[config.mk]
export PLATFORM = sky130hd
export DESIGN_NAME = posted_wr_drain
export DESIGN_NICKNAME = d
export VERILOG_FILES = /design/src/rtl/pwd_pkg.sv /design/src/rtl/pwd_retry_ctr.sv /design/src/rtl/pwd_beat_track.sv /design/src/rtl/posted_wr_drain.sv
export SDC_FILE = /design/constraint.sdc
export NUM_CORES = 1
export LEC_CHECK = 0
export BUFFER_PORTS_ARGS = -buffer_cell sky130_fd_sc_hd__buf_2
export CAP_MARGIN = 25
export CORE_MARGIN = 3
export CORE_UTILIZATION = 49
export DETAILED_ROUTE_END_ITERATION = 10
export PLACE_DENSITY = 0.84
export SYNTH_ARGS = -nofsm -noshare
export SYNTH_HDL_FRONTEND = slang
export SYNTH_SLANG_ARGS = --single-unit
[constraint.sdc]
create_clock -name clk -period 4.2 [get_ports clk]
set_input_delay 0.42 -clock clk [delete_from_list [all_inputs] [get_ports clk]]
set_output_delay 0.42 -clock clk [all_outputs]
set_load 0.05 [all_outputs]
[src/rtl/pwd_pkg.sv]
package pwd_pkg;

    typedef enum logic [1:0] {
        ST_IDLE,
        ST_REQ,
        ST_DATA,
        ST_FLUSH
    } drain_st_e;

    typedef struct packed {
        drain_st_e st;
        logic      irq;
        logic      disc;
    } drain_ctl_t;

endpackage

[src/rtl/pwd_retry_ctr.sv]
module pwd_retry_ctr #(
    parameter int MAX_RETRY = 3
) (
    input  logic clk,
    input  logic rst_n,
    input  logic clear,
    input  logic bump,
    output logic can_retry
);
    localparam int RW = $clog2(MAX_RETRY + 2);

    logic [RW-1:0] cnt_d, cnt_q;

    always_comb begin
        cnt_d = cnt_q;
        if (clear) begin
            cnt_d = '0;
        end else if (bump) begin
            cnt_d = cnt_q + 1'b1;
        end
    end

    always_ff @(posedge clk) begin
        if (!rst_n) begin
            cnt_q <= '0;
        end else begin
            cnt_q <= cnt_d;
        end
    end

    assign can_retry = (cnt_q < RW'(MAX_RETRY));

endmodule

[src/rtl/pwd_beat_track.sv]
module pwd_beat_track #(
    parameter int AW   = 32,
    parameter int BW   = 8,
    parameter int STEP = 4
) (
    input  logic          clk,
    input  logic          rst_n,
    input  logic          load,
    input  logic [AW-1:0] ld_addr,
    input  logic [BW-1:0] ld_beats,
    input  logic          advance,
    output logic [AW-1:0] addr,
    output logic [BW-1:0] beats_left
);
    logic [AW-1:0] addr_d, addr_q;
    logic [BW-1:0] left_d, left_q;

    always_comb begin
        addr_d = addr_q;
        left_d = left_q;
        if (load) begin
            addr_d = ld_addr;
            left_d = ld_beats;
        end else if (advance) begin
            addr_d = addr_q + AW'(STEP);
            left_d = left_q - 1'b1;
        end
    end

    always_ff @(posedge clk) begin
        if (!rst_n) begin
            addr_q <= '0;
            left_q <= '0;
        end else begin
            addr_q <= addr_d;
            left_q <= left_d;
        end
    end

    assign addr       = addr_q;
    assign beats_left = left_q;

endmodule

[src/rtl/posted_wr_drain.sv]
module posted_wr_drain
    import pwd_pkg::*;
#(
    parameter int AW        = 32,
    parameter int DW        = 32,
    parameter int BW        = 8,
    parameter int MAX_RETRY = 3
) (
    input  logic          clk,
    input  logic          rst_n,
    input  logic          cmd_start,
    input  logic [AW-1:0] cmd_addr,
    input  logic [BW-1:0] cmd_beats,
    output logic          drain_busy,
    output logic          buf_rd_en,
    input  logic [DW-1:0] buf_rd_data,
    input  logic          buf_empty,
    output logic          buf_flush,
    output logic          bus_req,
    output logic [AW-1:0] bus_addr,
    output logic [BW-1:0] bus_beats,
    output logic [DW-1:0] bus_wdata,
    input  logic          bus_addr_ack,
    input  logic          bus_rearb,
    input  logic          bus_data_ack,
    input  logic          bus_bterm,
    input  logic          bus_err,
    input  logic          pci_xfer_active,
    output logic          pci_disc_data,
    output logic          irq_pulse
);
    localparam int BYTES_PER_BEAT = DW / 8;

    drain_ctl_t ctl_d, ctl_q;

    logic rc_clear, rc_bump, can_retry;
    logic trk_load, trk_adv;
    logic retry_ev, fail_ev;
    logic last_beat;

    pwd_retry_ctr #(
        .MAX_RETRY (MAX_RETRY)
    ) retry_i (
        .clk       (clk),
        .rst_n     (rst_n),
        .clear     (rc_clear),
        .bump      (rc_bump),
        .can_retry (can_retry)
    );

    pwd_beat_track #(
        .AW   (AW),
        .BW   (BW),
        .STEP (BYTES_PER_BEAT)
    ) track_i (
        .clk        (clk),
        .rst_n      (rst_n),
        .load       (trk_load),
        .ld_addr    (cmd_addr),
        .ld_beats   (cmd_beats),
        .advance    (trk_adv),
        .addr       (bus_addr),
        .beats_left (bus_beats)
    );

    always_comb begin
        ctl_d      = ctl_q;
        ctl_d.irq  = 1'b0;
        ctl_d.disc = 1'b0;
        rc_clear   = 1'b0;
        rc_bump    = 1'b0;
        trk_load   = 1'b0;
        trk_adv    = 1'b0;
        retry_ev   = 1'b0;
        fail_ev    = 1'b0;
        last_beat  = 1'b0;

        case (ctl_q.st)
            ST_IDLE: begin
                if (cmd_start && (cmd_beats != '0)) begin
                    trk_load = 1'b1;
                    rc_clear = 1'b1;
                    ctl_d.st = ST_REQ;
                end
            end
            ST_REQ: begin
                if (bus_err) begin
                    fail_ev = 1'b1;
                end else if (bus_addr_ack) begin
                    ctl_d.st = ST_DATA;
                end else if (bus_rearb) begin
                    retry_ev = 1'b1;
                end
            end
            ST_DATA: begin
                if (bus_err) begin
                    fail_ev = 1'b1;
                end else begin
                    trk_adv   = bus_data_ack;
                    last_beat = bus_data_ack && (bus_beats == BW'(1));
                    if (last_beat) begin
                        rc_clear = 1'b1;
                        ctl_d.st = ST_IDLE;
                    end else if (bus_bterm) begin
                        retry_ev = 1'b1;
                    end
                end
            end
            ST_FLUSH: begin
                if (buf_empty) begin
                    ctl_d.st = ST_IDLE;
                end
            end
            default: ctl_d.st = ST_IDLE;
        endcase

        if (retry_ev) begin
            if (can_retry) begin
                rc_bump  = 1'b1;
                ctl_d.st = ST_REQ;
            end else begin
                fail_ev = 1'b1;
            end
        end

        if (fail_ev) begin
            ctl_d.st   = ST_FLUSH;
            ctl_d.irq  = 1'b1;
            ctl_d.disc = bus_err && pci_xfer_active;
        end
    end

    always_ff @(posedge clk) begin
        if (!rst_n) begin
            ctl_q <= '{st: ST_IDLE, irq: 1'b0, disc: 1'b0};
        end else begin
            ctl_q <= ctl_d;
        end
    end

    assign drain_busy    = (ctl_q.st != ST_IDLE);
    assign bus_req       = (ctl_q.st == ST_REQ);
    assign buf_flush     = (ctl_q.st == ST_FLUSH);
    assign buf_rd_en     = (ctl_q.st == ST_DATA) && bus_data_ack && !bus_err;
    assign bus_wdata     = buf_rd_data;
    assign irq_pulse     = ctl_q.irq;
    assign pci_disc_data = ctl_q.disc;

endmodule

==> metrics.md <==
| Metric | Value |
|---|---|
| Status | `complete, no violations` |
| Reg clk slew, reported paths | `0.09 ns` |
| Synth top area cells | `dfxtp_1 31%, buf_4 7.9%, o21ai_0 5.1%, nand2_1 3.8%, ha_1 3.7%` |
| CTS Sinks | `47` |
| Worst R2R Path Depth | `6` |
| WL met3 | `504 um` |
| Synth Area in Compound Gates | `20.5%` |
| WP data arrival | `2.78 ns` |
| Setup Fix Bufs, Post-CTS | `0` |
| GPL Wtd Cong | `0.903` |
| Tot Pwr | `1.30 mW` |
| Worst min-delay path class | `in2reg` |
| Pwr dens | `383 nW/um2` |
| Core ar. | `5990 um2` |
| Die Wd | `84.9 um` |
| M1 WL | `3550 um` |
| DP HPWL | `5880 um` |
| Port Buffers | `95` |
| Yosys top cell area share | `30.8%` |
| Logic pwr share | `36.3%` |
| Gate Count Post-Synth | `382` |
| Rel. slew slack | `27.6%` |
| Initial Util | `51.0%` |
| Synth top cells by count | `47 x dfxtp_1, 32 x buf_4, 31 x nand2_1, 31 x o21ai_0, 20 x a21oi_1` |
| Share of layout cells above drive strength 1 | `26.6%` |
| Max clock buf depth | `2` |
| Worst Max-Slew Pin Slew | `1.09 ns` |
| Critical path class | `reg2reg` |
| Share of async-settable or async-resettable flops after synthesis | `0%` |
| Max Transition Viols Final | `0` |
| # diodes | `0` |
| GRT Overall Usage | `21.7%` |
| Fillers | `568` |
| Initial antenna violation count | `0` |
| Max IR drop VDD | `0.210 mV` |
| Xor-xnor portion of the synthesized cell area | `4.88%` |
| Static leakage | `1.36 nW` |
| Switch Pwr | `554 uW` |
| DRT iter0 DRCs | `224` |
| Sequential Power Share | `44.0%` |
| Syn. warnings | `0` |
| RR Endpoint | `track_i.addr[21]` |
| Worst hold start | `pci_xfer_active` |
| Reg2reg start | `ctl_q[2]` |
| Sequential cell area fraction in the yosys report | `30.8%` |
| Final #Nets | `524` |
| Clock skew | `0.0112 ns` |
| Clock share of power | `19.8%` |
| Drt drc | `0` |
| TritonRoute pass-1 iters | `4` |
| Htree depth | `2` |
| Post-synth EDFFs | `0` |
| Hold-fix buffers, CTS | `0` |
| Area leader, netlist | `dfxtp_1` |
| Final min period | `2.55 ns` |
| Post-synthesis mux area share | `1.48%` |
| Metal2 WL | `3860 um` |
| Syn_nets | `473` |
| Simple-Gate Fraction of Synth Area | `26.1%` |
| Die ar. | `7210 um2` |
| Ys flop type | `dfxtp_1` |
| Largest net degree at the start of global routing | `46` |
| Wirelength, routed | `8050 um` |
| Synthesized flop and latch total | `47` |
| CP Launch Type | `flop` |
| Post-Synthesis Mean Instance Area | `7.99 um2` |
| Part of the cycle the worst path needs | `60.7%` |
| Top-level I/O count | `160` |
| FF-to-FF setup slack | `1.65 ns` |
| Hold Crit Endpoint | `pci_disc_data` |
| CP Capture Type | `flop` |
| Uppermost routed layer | `met4` |
| Worst skew pair latency | `0.30 ns` |
| Largest family of logic cells by synthesized area | `simple AND/OR/NAND/NOR gates` |
| Cts repair resizes | `0` |
| Via density | `6.01` |
| Final ANT Viol Nets | `0` |
| CTS tree | `yes` |
| Global-route wire length before repair | `13,100 um` |
| Worst hold stages | `3` |
| Library cells used by synthesis | `48` |
| RSZ-0062 raised after global routing | `false` |
| Setup Viol. Count Final | `0` |
| Max Fclk | `392 MHz` |
| Critical-path maximum fanout | `22` |
| Vias in the first global route | `2,861` |
| Cell Rows | `28` |
| CP required | `4.43 ns` |
| Top-count cell post-synth | `dfxtp_1` |
| Internal | `745 uW` |
| Switch share | `42.6%` |
| Die span in y | `84.9 um` |
| Final setup TNS | `0 ns` |
| Total grt overflow | `0` |
| CTS Buf Count | `5` |
| Root Driver | `clkbuf_8` |
| Max-cap violations | `0` |
| Final Hold Vio Count | `0` |
| Area Overhead vs Synth | `11.1%` |
| Vias | `3,046` |
| Wire per inst | `15.9 um` |
| Cell Area, Synth | `3050 um2` |
| Adder-Cell Fraction of Synth Area | `3.69%` |
kinds of logic (layout without fill, tap and decap cells):
family	count (synthesis)	after routing
XOR/XNOR	17	17
buffers and inverters	67	117
multiplexers	4	4
adder cells (fa/ha/maj)	9	9
AO/OA/AOI/OAI	99	99
AND/OR/NAND/NOR	139	139
flip-flops	47	47
worst max-delay path, stage by stage (launching register included):
cell and delay (ns):
dfxtp_1 0.36, inv_1 0.12, ha_1 0.34, nand3b_4 0.22
or4_4 0.72, or4_1 0.55, a31oi_1 0.18
metal layers:
metal	up-vias	global-route usage (%)
met5	-	0
met4	0	8.63
met3	18	4.27
met1	1425	28.2
met2	101	35.4
li1	1502	-
how the worst max path moves through the flow:
stage	slack, ns	to	start
2_1_floorplan	1.85	track_i.addr[24]	track_i.addr[2]
3_3_place_gp	1.62	retry_i.cnt_q[1]	cmd_beats[0]
3_5_place_dp	1.68	track_i.addr[21]	ctl_q[2]
4_1_cts	1.64	track_i.addr[21]	ctl_q[2]
5_1_grt	1.52	track_i.addr[21]	ctl_q[2]
6_report	1.65	track_i.addr[21]	ctl_q[2]
cells in the final DEF, fill, tap and decap left out, drive strengths merged, types with 2 or more instances in the layout:
master	instances
and4	2
nand3	17
buf	97
nor2b	2
ha	9
nand3b	4
a211oi	8
or4	16
nor4	10
nand4b	4
clkbuf	6
and2	2
a311oi	5
nor3	4
dfxtp	47
nor2	16
xnor2	12
inv	14
nand4	11
o31ai	7
or3	11
a31oi	11
o2111ai	6
xor2	5
nand2	31
o211ai	3
or2	4
a41oi	3
mux2	4
a21oi	20
o21ai	31
cell type report:
type                       count  area (um2)  area share [%]
multi-input combinational    268        1730            51.0
sequential                    47         941            27.7
timing repair buffer          97         503            14.8
tap                           75        93.8            2.77
clock buffer                   6        72.6            2.14
inverter                      14        52.6            1.55
metrics by stage:
| stage | std cells | hold slack [ns] | cell area (um2) | utilization, % | setup WS, ns |
|---|---|---|---|---|---|
| 2_1_floorplan | 382 | 0.438 | 3050 | - | 1.85 |
| 3_3_place_gp | 500 | 0.443 | 3300 | 55.1 | 1.62 |
| 3_5_place_dp | 501 | 0.452 | 3320 | 55.4 | 1.68 |
| 4_1_cts | 507 | 0.340 | 3390 | 56.6 | 1.64 |
| 5_1_grt | 507 | 0.347 | 3390 | 56.6 | 1.52 |
| 6_report | 507 | 0.341 | 3390 | 56.6 | 1.65 |
registers in the layout, summed over array words and instances (netlist names):
register and count:
track_i.addr 32, track_i.beats_left 8, retry_i.cnt_q 3, ctl_q 2
irq_pulse 1, pci_disc_data 1
power by group through the flow:
stage	Clock (mW)	Sequential, mW	Combinational, mW
3_3_place_gp	0	0.576	0.458
5_1_grt	0.276	0.580	0.506
4_1_cts	0.260	0.570	0.472
6_report	0.257	0.571	0.471
3_5_place_dp	0	0.580	0.470
2_1_floorplan	0	0.741	0.259
Power figures use the tool's default switching activity.
